===== src/rtl/aad_bist_pkg.sv =====
package aad_bist_pkg;

  // number of data forms that the address-derived pattern cycles through
  localparam int PAT_LEN = 3;

  typedef enum logic [2:0] {
    ST_IDLE,
    ST_WRITE,
    ST_READ,
    ST_DRAIN,
    ST_FIN
  } bistState_t;

  // strobes from the sequencer to the datapath
  typedef struct packed {
    logic loadRange;  // capture range inputs and point at the first word
    logic rewind;     // point back at the first word
    logic setInvert;  // second pass: invert data
    logic clrInvert;  // first pass: plain data
    logic issueWr;    // write current word, then advance
    logic issueRd;    // read current word, then advance
    logic latchFail;  // capture the miscompare details
    logic clrResult;  // clear the failure fields
  } dpCtrl_t;

endpackage


===== src/rtl/aad_bist_dp.sv =====
module aad_bist_dp
  import aad_bist_pkg::*;
#(
  parameter int WORD_W = 32
) (
  input  logic              clk,
  input  logic              rst_n,
  input  dpCtrl_t           ctl,
  input  logic [WORD_W-1:0] startAddr,
  input  logic [WORD_W-1:0] endAddr,
  input  logic [WORD_W-1:0] memRdata,
  output logic              memEn,
  output logic              memWe,
  output logic [WORD_W-1:0] memAddr,
  output logic [WORD_W-1:0] memWdata,
  output logic              atEnd,
  output logic              rangeEmpty,
  output logic              mismatch,
  output logic [WORD_W-1:0] failAddr,
  output logic [WORD_W-1:0] failExp,
  output logic [WORD_W-1:0] failAct
);

  localparam int BYTES     = WORD_W / 8;
  localparam int LANE_BITS = $clog2(BYTES);
  localparam int HALF_W    = WORD_W / 2;
  localparam int IDX_W     = $clog2(PAT_LEN);
  localparam logic [WORD_W-1:0]   STEP    = WORD_W'(BYTES);
  localparam logic [IDX_W-1:0]    IDX_TOP = IDX_W'(PAT_LEN - 1);
  localparam logic [LANE_BITS-1:0] LANE_Z = '0;

  function automatic logic [WORD_W-1:0] patWord(input logic [WORD_W-1:0] a,
                                                input logic [IDX_W-1:0]  sel,
                                                input logic              inv);
    logic [WORD_W-1:0] r;
    if (sel == IDX_W'(0))      r = a;
    else if (sel == IDX_W'(1)) r = ~a;
    else                       r = {a[HALF_W-1:0], a[WORD_W-1:HALF_W]};
    return r ^ {WORD_W{inv}};
  endfunction

  logic [WORD_W-1:0] startReg, endReg, curAddr;
  logic [WORD_W-1:0] startWord, endWord;
  logic [IDX_W-1:0]  patIdx;
  logic              invert;
  logic [WORD_W-1:0] curPat;

  logic              cmpValid;
  logic [WORD_W-1:0] cmpExp, cmpAddr;

  assign startWord  = {startAddr[WORD_W-1:LANE_BITS], LANE_Z};
  assign endWord    = {endAddr[WORD_W-1:LANE_BITS], LANE_Z};
  assign rangeEmpty = endAddr[WORD_W-1:LANE_BITS] < startAddr[WORD_W-1:LANE_BITS];
  assign atEnd      = (curAddr == endReg);
  assign curPat     = patWord(curAddr, patIdx, invert);

  assign memEn    = ctl.issueWr | ctl.issueRd;
  assign memWe    = ctl.issueWr;
  assign memAddr  = curAddr;
  assign memWdata = curPat;

  assign mismatch = cmpValid && (memRdata != cmpExp);

  // address walker and pattern position
  always_ff @(posedge clk) begin
    if (!rst_n) begin
      startReg <= '0;
      endReg   <= '0;
      curAddr  <= '0;
      patIdx   <= '0;
    end else if (ctl.loadRange) begin
      startReg <= startWord;
      endReg   <= endWord;
      curAddr  <= startWord;
      patIdx   <= '0;
    end else if (ctl.rewind) begin
      curAddr  <= startReg;
      patIdx   <= '0;
    end else if (ctl.issueWr || ctl.issueRd) begin
      curAddr  <= curAddr + STEP;
      patIdx   <= (patIdx == IDX_TOP) ? '0 : patIdx + IDX_W'(1);
    end
  end

  always_ff @(posedge clk) begin
    if (!rst_n)             invert <= 1'b0;
    else if (ctl.clrInvert) invert <= 1'b0;
    else if (ctl.setInvert) invert <= 1'b1;
  end

  // one-stage compare pipe matching the memory read latency
  always_ff @(posedge clk) begin
    if (!rst_n) begin
      cmpValid <= 1'b0;
      cmpExp   <= '0;
      cmpAddr  <= '0;
    end else begin
      cmpValid <= ctl.issueRd;
      cmpExp   <= curPat;
      cmpAddr  <= curAddr;
    end
  end

  always_ff @(posedge clk) begin
    if (!rst_n || ctl.clrResult) begin
      failAddr <= '0;
      failExp  <= '0;
      failAct  <= '0;
    end else if (ctl.latchFail) begin
      failAddr <= cmpAddr;
      failExp  <= cmpExp;
      failAct  <= memRdata;
    end
  end

endmodule


===== src/rtl/aad_bist_ctrl.sv =====
module aad_bist_ctrl
  import aad_bist_pkg::*;
(
  input  logic    clk,
  input  logic    rst_n,
  input  logic    startPulse,
  input  logic    atEnd,
  input  logic    rangeEmpty,
  input  logic    mismatch,
  output dpCtrl_t ctl,
  output logic    done,
  output logic    fail
);

  bistState_t state, stateNext;
  logic       secondPass, secondPassNext;
  logic       failNext;

  always_comb begin
    ctl            = '0;
    stateNext      = state;
    secondPassNext = secondPass;
    failNext       = fail;
    unique case (state)
      ST_IDLE, ST_FIN: begin
        if (startPulse) begin
          ctl.clrResult  = 1'b1;
          ctl.loadRange  = 1'b1;
          ctl.clrInvert  = 1'b1;
          secondPassNext = 1'b0;
          failNext       = 1'b0;
          stateNext      = rangeEmpty ? ST_FIN : ST_WRITE;
        end
      end
      ST_WRITE: begin
        ctl.issueWr = 1'b1;
        if (atEnd) begin
          ctl.rewind = 1'b1;
          stateNext  = ST_READ;
        end
      end
      ST_READ: begin
        if (mismatch) begin
          ctl.latchFail = 1'b1;
          failNext      = 1'b1;
          stateNext     = ST_FIN;
        end else begin
          ctl.issueRd = 1'b1;
          if (atEnd) stateNext = ST_DRAIN;
        end
      end
      ST_DRAIN: begin
        if (mismatch) begin
          ctl.latchFail = 1'b1;
          failNext      = 1'b1;
          stateNext     = ST_FIN;
        end else if (!secondPass) begin
          ctl.rewind     = 1'b1;
          ctl.setInvert  = 1'b1;
          secondPassNext = 1'b1;
          stateNext      = ST_WRITE;
        end else begin
          stateNext = ST_FIN;
        end
      end
      default: stateNext = ST_IDLE;
    endcase
  end

  always_ff @(posedge clk) begin
    if (!rst_n) begin
      state      <= ST_IDLE;
      secondPass <= 1'b0;
      fail       <= 1'b0;
    end else begin
      state      <= stateNext;
      secondPass <= secondPassNext;
      fail       <= failNext;
    end
  end

  assign done = (state == ST_FIN);

endmodule


===== src/rtl/aad_mem_bist.sv =====
module aad_mem_bist
  import aad_bist_pkg::*;
#(
  parameter int WORD_W = 32
) (
  input  logic              clk,
  input  logic              rst_n,
  input  logic              startPulse,
  input  logic [WORD_W-1:0] startAddr,
  input  logic [WORD_W-1:0] endAddr,
  output logic              memEn,
  output logic              memWe,
  output logic [WORD_W-1:0] memAddr,
  output logic [WORD_W-1:0] memWdata,
  input  logic [WORD_W-1:0] memRdata,
  output logic              done,
  output logic              fail,
  output logic [WORD_W-1:0] failAddr,
  output logic [WORD_W-1:0] failExp,
  output logic [WORD_W-1:0] failAct
);

  dpCtrl_t ctl;
  logic    atEnd, rangeEmpty, mismatch;

  aad_bist_ctrl ctrl_i (
    .clk        (clk),
    .rst_n      (rst_n),
    .startPulse (startPulse),
    .atEnd      (atEnd),
    .rangeEmpty (rangeEmpty),
    .mismatch   (mismatch),
    .ctl        (ctl),
    .done       (done),
    .fail       (fail)
  );

  aad_bist_dp #(.WORD_W(WORD_W)) dp_i (
    .clk        (clk),
    .rst_n      (rst_n),
    .ctl        (ctl),
    .startAddr  (startAddr),
    .endAddr    (endAddr),
    .memRdata   (memRdata),
    .memEn      (memEn),
    .memWe      (memWe),
    .memAddr    (memAddr),
    .memWdata   (memWdata),
    .atEnd      (atEnd),
    .rangeEmpty (rangeEmpty),
    .mismatch   (mismatch),
    .failAddr   (failAddr),
    .failExp    (failExp),
    .failAct    (failAct)
  );

endmodule


===== config.mk =====
export PLATFORM = sky130hd
export DESIGN_NAME = aad_mem_bist
export DESIGN_NICKNAME = d
export VERILOG_FILES = /design/src/rtl/aad_bist_pkg.sv /design/src/rtl/aad_bist_dp.sv /design/src/rtl/aad_bist_ctrl.sv /design/src/rtl/aad_mem_bist.sv
export SDC_FILE = /design/constraint.sdc
export NUM_CORES = 1
export LEC_CHECK = 0
export BUFFER_PORTS_ARGS = -buffer_cell sky130_fd_sc_hd__buf_2
export CAP_MARGIN = 30
export CORE_ASPECT_RATIO = 1.4
export CORE_MARGIN = 2
export CORE_UTILIZATION = 57
export CTS_BUF_LIST = sky130_fd_sc_hd__clkbuf_4
export DETAILED_ROUTE_END_ITERATION = 6
export PLACE_DENSITY_LB_ADDON = 0.3
export REMOVE_ABC_BUFFERS = 1
export SLEW_MARGIN = 5
export SYNTH_ARGS = -nofsm -noshare
export SYNTH_HDL_FRONTEND = slang
export SYNTH_SLANG_ARGS = --single-unit

===== constraint.sdc =====
create_clock -name clk -period 2.7 [get_ports clk]
set_input_delay 0.405 -clock clk [delete_from_list [all_inputs] [get_ports clk]]
set_output_delay 0.405 -clock clk [all_outputs]
set_load 0.1 [all_outputs]

==> flow_summary.toml, run 1 <==
[synth]
synth_compound_area_frac = 0.155
yosys.area_share.xor_xnor = 0.103
synth_cell_type_count = 72
ys_warn_count = 0
synth_top_cell_area_share = 0.427
synth_adder_area_share = 0.0307
synth_flop_cell = "sky130_fd_sc_hd__dfxtp_1"
synth_seq_area_share = 0.427
synth_cells = 1497
async_flop_share = 0
ys_seq_elements = 261
synth.largest_area_cell = "sky130_fd_sc_hd__dfxtp_1"
yosys-top-cells-area = "sky130_fd_sc_hd__dfxtp_1, sky130_fd_sc_hd__nand2_1, sky130_fd_sc_hd__a21oi_1"
synth-simple-area-share = 0.216
syn_area_per_cell_um2 = 8.17
synth.area.mux_share = 0.00491
post_synth_instance_area_um2 = 12200
synth_edf_count = 0
main_combinational_cell_family_by_area_after_synthesis = "simple AND/OR/NAND/NOR gates"

[worst_setup_path]
worst_ep_arrival_time_ns = 2.97
critPathSlowestCell = "sky130_fd_sc_hd__or4b_4"
cp_data_required_time_ns = 2.30
critical_path.startpoint_type = "register"
critPathKind = "register to output pin"
cp_max_fo = 2
rr_startpoint = "dp_i.cmpExp[30]"
end_kind = "output pin"
crit_path_cells = "xor2_1 -> nor4_1 -> buf_4 -> nand4_1 -> or4b_4 -> and2_4 -> inv_4 -> buf_12 -> buf_16"
reg_to_reg_critical_path_endpoint = "dp_i.memAddr[23]"
r2r_cells = 13
worst-r2r-setup-slack_ns = -0.21
critical_path.max_stage_delay_ns = 0.58

[clock_network]
ctsLongestPathBuffers = 3
cts-buffers-inserted = 61
cts_root_buf = "sky130_fd_sc_hd__clkbuf_4"
clk_latency_ns = 0.73
clock_h_tree_levels = 2
clock-sinks = 261
tritoncts = "built"
clk_pin_slew_ns = 0.07

[timing]
setup_viol = 18
layout_min_cycle_time_ns = 3.37
slew_headroom = 0.576
rsz0062_at_grt = "yes"
worst_hold_slack_ns = 0.0351
final_hold_viol_count = 0
final.setup.worst_slack_ns = -0.672
period_utilization_post_route = 1.25
timing_worst_slew_pin_value_ns = 0.634
max_freq_ghz = 0.297
worst_clock_skew_ns = 0.0556
final_max_slew_viol_count = 0

[place]
gpl.final_weighted_congestion = 0.914
dp_slack_ns = -0.218
portBuffers = 258
dpl.cell_count = 1986
placed_wire_length_estimate_mm = 26.8

[die]
die_w_um = 128
floorplan.initialDensity = 0.579
ios = 263
dieArea_um2 = 22700
row_count = 63
die_h_um = 177
core_area_um2 = 21100

[hold_path]
timing.hold.worst_path_depth = 3
min-delay-start = "startAddr[2]"
worstHoldPathType = "primary input to register"
min_to = "dp_i.startReg[2]"

[detailed_routing]
drt_iter0_drc = 1073
drt_wl_total_mm = 40.1
vias = 12274
drt-wirelength-per-cell_um = 18.2
detail_route.first_pass.iterations = 6
routed_via_density = 5.58
route.antenna.remaining_nets = 0
drc = 0

[final_layout]
post_route_cells_drive_above_1_share = 0.268
final_core_utilization = 0.771
final_cells = 2198
num-nets-final = 2021
areaGrowthSynthToFinish_pct = 33.3

[global_route]
globalRouteOverflowTotal = 0
grt_start_max_net_pins = 82
grt_use_total = 0.338
grt_pass1_wl_mm = 60.5
grt_antenna_before_repair = 1
grt_pass1_vias = 12016

[power]
power-per-cell-area_nw_per_um2 = 583
static-leakage-power_nw = 7.32
max-vdd-ir-drop_mv = 0.320

[flow_run]
max-cap-violations = 0

[status]
run_status = "complete, but fails checks"
failed_checks = "setup timing"
cell usage in the layout (no fill, tap or decap), drive strengths merged, types with 7 or more instances in the layout:
master and n:
o21ai 45, nand4 18, nand2 376, inv 44, xnor2 48, nor2 26
o221ai 7, dfxtp 261, clkinv 18, ha 30, and3 10, a21oi 183
nand3 18, nor4 22, a311oi 11, a21o 16, and2 67, clkbuf 92
dlygate4sd3 87, xor2 96, nor3 22, buf 361
repair_timing:
item | 4_1_cts | 5_1_grt
gates resized for setup | 54 | 53
setup buffers | 12 | 10
hold buffers | 87 | 0
hold endpoints to repair | 93 | 0
pin swaps | 16 | 16
endpoints found under the setup margin | 47 | 58
synthesized netlist by cell type (11+ instances only):
library cell and count:
sky130_fd_sc_hd__ha_1 30, sky130_fd_sc_hd__buf_2 22, sky130_fd_sc_hd__a21oi_1 182, sky130_fd_sc_hd__clkbuf_1 69, sky130_fd_sc_hd__nor4_1 22, sky130_fd_sc_hd__a21o_1 15, sky130_fd_sc_hd__o21ai_0 44, sky130_fd_sc_hd__dfxtp_1 261
sky130_fd_sc_hd__nor3_1 22, sky130_fd_sc_hd__inv_1 42, sky130_fd_sc_hd__a311oi_1 11, sky130_fd_sc_hd__xnor2_1 48, sky130_fd_sc_hd__and2_1 66, sky130_fd_sc_hd__nand3_1 18, sky130_fd_sc_hd__nor2_1 26, sky130_fd_sc_hd__nand2_1 375
sky130_fd_sc_hd__nand4_1 18, sky130_fd_sc_hd__xor2_1 96
state kept, by name, summed over array words and instances, names as in the netlist:
register,flops
dp_i.memAddr,32
dp_i.cmpExp,32
dp_i.failAddr,32
dp_i.cmpValid,1
ctrl_i.secondPass,1
dp_i.invert,1
dp_i.failAct,32
dp_i.patIdx,2
dp_i.startReg,30
dp_i.cmpAddr,32
dp_i.failExp,32
ctrl_i.state,3
ctrl_i.fail,1
dp_i.endReg,30
report_power, final:
part | internal, W | switching (W)
logic | 0.000770 | 0.00157
registers | 0.00401 | 0.000131
clock network | 0.00149 | 0.00153
kinds of logic (layout without fill, tap and decap cells):
family / after synthesis / after routing
flip-flops: 261 / 261
XOR/XNOR: 144 / 144
AND/OR/NAND/NOR: 581 / 581
other: 0 / 2
AO/OA/AOI/OAI: 312 / 312
adder cells (fa/ha/maj): 30 / 30
buffers and inverters: 163 / 602
multiplexers: 6 / 6
worst max-delay path: cells and delay by family, from the launching register on:
family,cells,cell delay (ns)
flip-flops,1,0.33
buffers and inverters,4,0.50
AND/OR/NAND/NOR,4,1.27
XOR/XNOR,1,0.13
cell type report:
| class | instances | area [µm²] |
|---|---|---|
| multi-input combinational | 1073 | 6390 |
| fill | 1508 | 4830 |
| sequential | 261 | 5250 |
| antenna | 2 | 5.00 |
| timing repair buffer | 452 | 3430 |
| tap | 260 | 325 |
| clock buffer | 88 | 661 |
| inverter | 43 | 164 |
| clock inverter | 19 | 77.6 |
metal layers:
| layer | track usage | share of wire | vias to the layer above | wire, µm |
|---|---|---|---|---|
| met5 | 0 | 0 | - | 0 |
| met4 | 0.202 | 0.060 | 0 | 2420 |
| met3 | 0.0618 | 0.063 | 167 | 2540 |
| met2 | 0.619 | 0.51 | 573 | 20500 |
| met1 | 0.359 | 0.37 | 5708 | 14700 |
| li1 | - | - | 5826 | - |
metrics by stage:
stage                     power [W]  TNS, ns  area [µm²]
after CTS                   0.00943   -11.61       16100
after detailed placement    0.00628    -3.08       14200
final                       0.00950    -2.87       16300
after floorplan             0.00561  -410.03       11600
after global routing        0.00988    -3.72       16300
after global placement      0.00625    -1.99       14200
worst max path at each step:
stage                    startpoint                to  slack (ns)
finish              dp_i.cmpExp[30]             memEn       -0.67
global route        dp_i.cmpExp[30]             memEn       -0.74
CTS                 dp_i.cmpExp[29]             memEn       -0.77
detailed placement     memRdata[29]             memEn       -0.22
global placement       memRdata[29]             memEn       -0.19
floorplan           ctrl_i.state[1]  dp_i.memAddr[31]       -2.75
No activity file was read; power rests on OpenSTA's default activity.
==> inputs of run 2 (changes only) <==
Settings changed: CORE_ASPECT_RATIO 1.4 to unset.
==> flow_summary.toml, run 2 (synthesis gave the netlist of run 1 again) <==
[status]
run_status = "complete, but fails checks"
failed_checks = "setup timing"

[worst_setup_path]
cp_data_required_time_ns = 2.30
worst_ep_arrival_time_ns = 2.81
critPathKind = "register to output pin"
critical_path.startpoint_type = "register"
reg_to_reg_critical_path_endpoint = "dp_i.memAddr[15]"
end_kind = "output pin"
worst-r2r-setup-slack_ns = -0.03
r2r_cells = 11
rr_startpoint = "dp_i.cmpExp[14]"
cp_max_fo = 2

[detailed_routing]
drt-wirelength-per-cell_um = 17.8
vias = 12160
drt_iter0_drc = 922
drc = 0
routed_via_density = 5.58
route.antenna.remaining_nets = 0
detail_route.first_pass.iterations = 5
drt_wl_total_mm = 38.9

[flow_run]
max-cap-violations = 0

[clock_network]
ctsLongestPathBuffers = 3
cts-buffers-inserted = 68
clock-sinks = 261
clk_pin_slew_ns = 0.06
cts_root_buf = "sky130_fd_sc_hd__clkbuf_4"
tritoncts = "built"
clk_latency_ns = 0.68
clock_h_tree_levels = 3

[power]
p_switching_w = 0.00321
p_seq_frac = 0.428
pwr-share-comb = 0.233
power-per-cell-area_nw_per_um2 = 608
power_switching_share = 0.332
max-vdd-ir-drop_mv = 0.314
static-leakage-power_nw = 7.17
p_int_w = 0.00647
power.share.clock = 0.339

[timing]
final.setup.worst_slack_ns = -0.519
slew_headroom = 0.543
final_hold_viol_count = 0
rsz0062_at_grt = "yes"
timing_worst_slew_pin_value_ns = 0.684
max_freq_ghz = 0.311
setup_viol = 10
period_utilization_post_route = 1.19
final_max_slew_viol_count = 0
layout_min_cycle_time_ns = 3.22
worst_hold_slack_ns = 0.0209
worst_clock_skew_ns = 0.0377

[hold_path]
timing.hold.worst_path_depth = 3
min-delay-start = "endAddr[14]"
min_to = "dp_i.endReg[14]"
worstHoldPathType = "primary input to register"

[global_route]
grt_antenna_before_repair = 2
grt_pass1_wl_mm = 58.8
grt_start_max_net_pins = 64
grt_pass1_vias = 11546
grt_use_total = 0.331
globalRouteOverflowTotal = 0

[die]
dieArea_um2 = 22600
core_area_um2 = 21000
floorplan.initialDensity = 0.582
row_count = 53
ios = 263
die_w_um = 150
die_h_um = 150

[final_layout]
layout.cells.most_common_list = "sky130_fd_sc_hd__nand2_1, sky130_fd_sc_hd__dfxtp_1, sky130_fd_sc_hd__buf_2"
areaGrowthSynthToFinish_pct = 30.4
final_core_utilization = 0.758
num-nets-final = 2001
layout.cell_area.non_filler_um2 = 15900
post_route_cells_drive_above_1_share = 0.272
mostFrequentLayoutCell = "sky130_fd_sc_hd__nand2_1"
final_cells = 2180

[place]
dpl.cell_count = 1999
gpl.final_weighted_congestion = 0.955
place_area_um2 = 14200
portBuffers = 258
placed_wire_length_estimate_mm = 26.8
-- run 2: cell count changes in the layout (fill, tap and decap cells not counted), sizes merged --
cell and change:
dlygate4sd3 -28, clkinv -15, buf +3, bufinv +2, inv +2, clkbuf +1, clkinvlp +1, nor2 +1
-- run 2: worst max path at each step --
stage	cells after the start	end	from
floorplan	5	dp_i.memAddr[31]	ctrl_i.state[1]
global placement	10	memEn	memRdata[29]
detailed placement	10	memEn	memRdata[19]
CTS	9	memEn	dp_i.cmpExp[30]
global route	8	memEn	dp_i.cmpExp[14]
finish	8	memEn	dp_i.cmpExp[14]
-- run 2: timing repair --
action	4_1_cts	5_1_grt
setup endpoints to repair	40	126
gates cloned	0	2
buffers inserted	9	12
hold buffers	59	0
pin swaps	9	21
resized for setup	51	22
endpoints found under the hold margin	63	0
-- run 2: power by group through the flow --
| stage | Sequential (W) | Clock (W) | Combinational [W] |
|---|---|---|---|
| 2_1_floorplan | 0.00449 | 0 | 0.00112 |
| 3_3_place_gp | 0.00422 | 0 | 0.00201 |
| 6_report | 0.00414 | 0.00328 | 0.00226 |
| 3_5_place_dp | 0.00422 | 0 | 0.00204 |
| 5_1_grt | 0.00415 | 0.00354 | 0.00237 |
| 4_1_cts | 0.00414 | 0.00333 | 0.00219 |
-- run 2: critical path: stages, from the launching register on --
cell and delay, ns:
sky130_fd_sc_hd__dfxtp_1 0.33, sky130_fd_sc_hd__xor2_1 0.18, sky130_fd_sc_hd__nor4_1 0.32, sky130_fd_sc_hd__nand4_1 0.18, sky130_fd_sc_hd__buf_4 0.19, sky130_fd_sc_hd__or4b_4 0.53, sky130_fd_sc_hd__and2_4 0.17, sky130_fd_sc_hd__inv_4 0.07
sky130_fd_sc_hd__buf_12 0.17
-- run 2: per-layer routing --
metal,track usage,wire length (µm)
met5,0,0
met1,0.407,15200
met2,0.554,18500
met3,0.0688,3620
met4,0.158,1560
-- run 2: final cells by class --
| cell class | instances | area (µm²) |
|---|---|---|
| Antenna cell | 2 | 5.00 |
| Clock buffer | 92 | 691 |
| Clock inverter | 9 | 95.1 |
| Fill cell | 1531 | 5080 |
| Inverter | 43 | 164 |
| Multi-Input combinational cell | 1074 | 6350 |
| Sequential cell | 261 | 5240 |
| Tap cell | 275 | 344 |
| Timing Repair Buffer | 424 | 3050 |
-- run 2: per-stage QoR --
| step | setup slack, ns | power [W] | TNS, ns |
|---|---|---|---|
| final | -0.519 | 0.00968 | -0.713 |
| after global routing | -0.622 | 0.0101 | -2.66 |
| after CTS | -0.565 | 0.00965 | -0.565 |
| after detailed placement | -0.227 | 0.00626 | -3.91 |
| after global placement | -0.228 | 0.00622 | -2.86 |
| after floorplan | -2.75 | 0.00561 | -410.03 |
==> inputs of run 3 (changes only) <==
Settings changed: CORE_UTILIZATION 57 to 40.
==> flow_summary.toml, run 3 (synthesis gave the netlist of run 1 again) <==
[worst_setup_path]
reg_to_reg_critical_path_endpoint = "dp_i.memAddr[21]"
crit_top_cell = "sky130_fd_sc_hd__buf_4"
critical_path.max_stage_delay_ns = 0.50
path_delay_family = "simple AND/OR/NAND/NOR gates"
rr_startpoint = "dp_i.cmpExp[3]"
end_kind = "output pin"
critPathSlowestCell = "sky130_fd_sc_hd__or4b_4"
critical_path.startpoint_type = "register"
worst-r2r-setup-slack_ns = 0.11
cp_data_required_time_ns = 2.30
cp_max_fo = 2
critPathKind = "register to output pin"
crit_path_cells = "xor2_2 -> nor4_2 -> buf_4 -> nand4_1 -> buf_4 -> or4b_4 -> and2_4 -> inv_4 -> buf_6 -> buf_12"
r2r_cells = 12
critical_path_buf_inv_count = 5
critPathLaunch = "dp_i.cmpExp[3]"
worst_ep_arrival_time_ns = 2.80

[final_layout]
mostFrequentLayoutCell = "sky130_fd_sc_hd__nand2_1"
post_route_cells_drive_above_1_share = 0.278
areaGrowthSynthToFinish_pct = 35.0
fillerInstances = 2870
final_core_utilization = 0.544
layout.cells.most_common_list = "sky130_fd_sc_hd__nand2_1, sky130_fd_sc_hd__dfxtp_1, sky130_fd_sc_hd__buf_2"
final_cells = 2348
num-nets-final = 2031

[place]
dpl.cell_count = 2126
gpl.final_weighted_congestion = 0.932
portBuffers = 258
placed_wire_length_estimate_mm = 28.5

[clock_network]
ctsLongestPathBuffers = 3
clock-sinks = 261
clock_h_tree_levels = 3
clk_latency_ns = 0.68
clk_pin_slew_ns = 0.06
tritoncts = "built"
cts_root_buf = "sky130_fd_sc_hd__clkbuf_4"
cts-buffers-inserted = 73

[timing]
timing_worst_slew_pin_value_ns = 0.573
slew_headroom = 0.618
max_freq_ghz = 0.312
worst_clock_skew_ns = 0.0571
layout_min_cycle_time_ns = 3.21
final.setup.worst_slack_ns = -0.508
rsz0062_at_grt = "yes"
final_max_slew_viol_count = 0
final_hold_viol_count = 0
period_utilization_post_route = 1.19
setup_viol = 1

[detailed_routing]
drc = 0
routed_via_density = 5.06
drt_iter0_drc = 603
drt_wl_total_mm = 40.0
drt-wirelength-per-cell_um = 17.0
route.antenna.remaining_nets = 0
detail_route.first_pass.iterations = 5
vias = 11892

[global_route]
grt_use_total = 0.241
grt_pass1_wl_mm = 60.1
grt_antenna_before_repair = 1
grt_pass1_vias = 11224
grt_start_max_net_pins = 77
globalRouteOverflowTotal = 0

[die]
row_count = 64
die_w_um = 179
ios = 263
dieArea_um2 = 32000
core_area_um2 = 30300
die_h_um = 179
floorplan.initialDensity = 0.403

[hold_path]
min-delay-start = "startAddr[2]"
worstHoldPathType = "primary input to register"
min_to = "dp_i.startReg[2]"
timing.hold.worst_path_depth = 3

[flow_run]
max-cap-violations = 0

[status]
failed_checks = "setup timing"
run_status = "complete, but fails checks"

[power]
static-leakage-power_nw = 7.37
max-vdd-ir-drop_mv = 0.293
power-per-cell-area_nw_per_um2 = 610
==> run 3: cell types whose count changed in the layout (fill, tap and decap cells not counted), moves of 3 or more <==
cell                            delta
sky130_fd_sc_hd__clkinv_1          +8
sky130_fd_sc_hd__o21ai_0           -4
sky130_fd_sc_hd__buf_6             +9
sky130_fd_sc_hd__o21ai_1           +4
sky130_fd_sc_hd__dlygate4sd3_1    +20
sky130_fd_sc_hd__clkinv_2          +3
sky130_fd_sc_hd__buf_4             -4
sky130_fd_sc_hd__clkbuf_4         +15
==> run 3: power by group <==
group / switching (W) / leakage [nW] / internal, W
Clock: 0.00165 / 0.556 / 0.00199
Sequential: 0.000128 / 2.13 / 0.00401
Combinational: 0.00155 / 4.69 / 0.000743
Total: 0.00333 / 7.37 / 0.00674
==> run 3: repair_timing <==
item | 4_1_cts | 5_1_grt
endpoints found under the hold margin | 87 | 0
pin swaps | 10 | 16
setup endpoints to repair | 33 | 52
setup buffers | 10 | 10
resized for setup | 48 | 42
hold buffers | 79 | 0
==> run 3: stage by stage <==
step | hold slack (ns) | area, µm² | setup WS, ns | power (W) | setup TNS, ns
after CTS | 0.00565 | 16300 | -0.629 | 0.0101 | -0.629
after global routing | 0.0314 | 16500 | -0.654 | 0.0105 | -0.674
after detailed placement | 0.427 | 14400 | -0.198 | 0.00629 | -2.34
final | 0.0480 | 16500 | -0.508 | 0.0101 | -0.508
after global placement | 0.422 | 14400 | -0.181 | 0.00626 | -1.47
after floorplan | 0.417 | 11600 | -2.75 | 0.00561 | -410.03
==> run 3: worst max-delay path by stage <==
stage,endpoint,slack [ns],cells after the start
5_1_grt,memEn,-0.65,10
6_report,memEn,-0.51,10
4_1_cts,memEn,-0.63,10
3_5_place_dp,dp_i.memAddr[21],-0.20,11
2_1_floorplan,dp_i.memAddr[31],-2.75,5
3_3_place_gp,dp_i.memAddr[21],-0.18,11
==> run 3: worst min-delay path: cells and delay by family <==
kind	cells	cell delay (ns)
compound gates	1	0.06
buf+inv	1	0.11
simple gates	1	0.08
==> run 3: area by class of cell <==
cell class	instances	area, µm²	share of cell area
clock inverter	18	129	0.00781
antenna	1	2.50	0.000152
multi-input combinational	1073	6350	0.385
sequential	261	5240	0.318
clock buffer	106	796	0.0482
timing repair buffer	450	3320	0.201
tap	396	495	0.0300
inverter	43	164	0.00993
==> run 3: layer usage <==
layer | track usage | wire length, µm | share of wire | up-vias
li1 | - | - | - | 5851
met3 | 0.0520 | 3040 | 0.076 | 66
met5 | 0 | 0 | 0 | -
met2 | 0.412 | 19300 | 0.48 | 445
met1 | 0.302 | 16900 | 0.42 | 5530
met4 | 0.0793 | 781 | 0.020 | 0
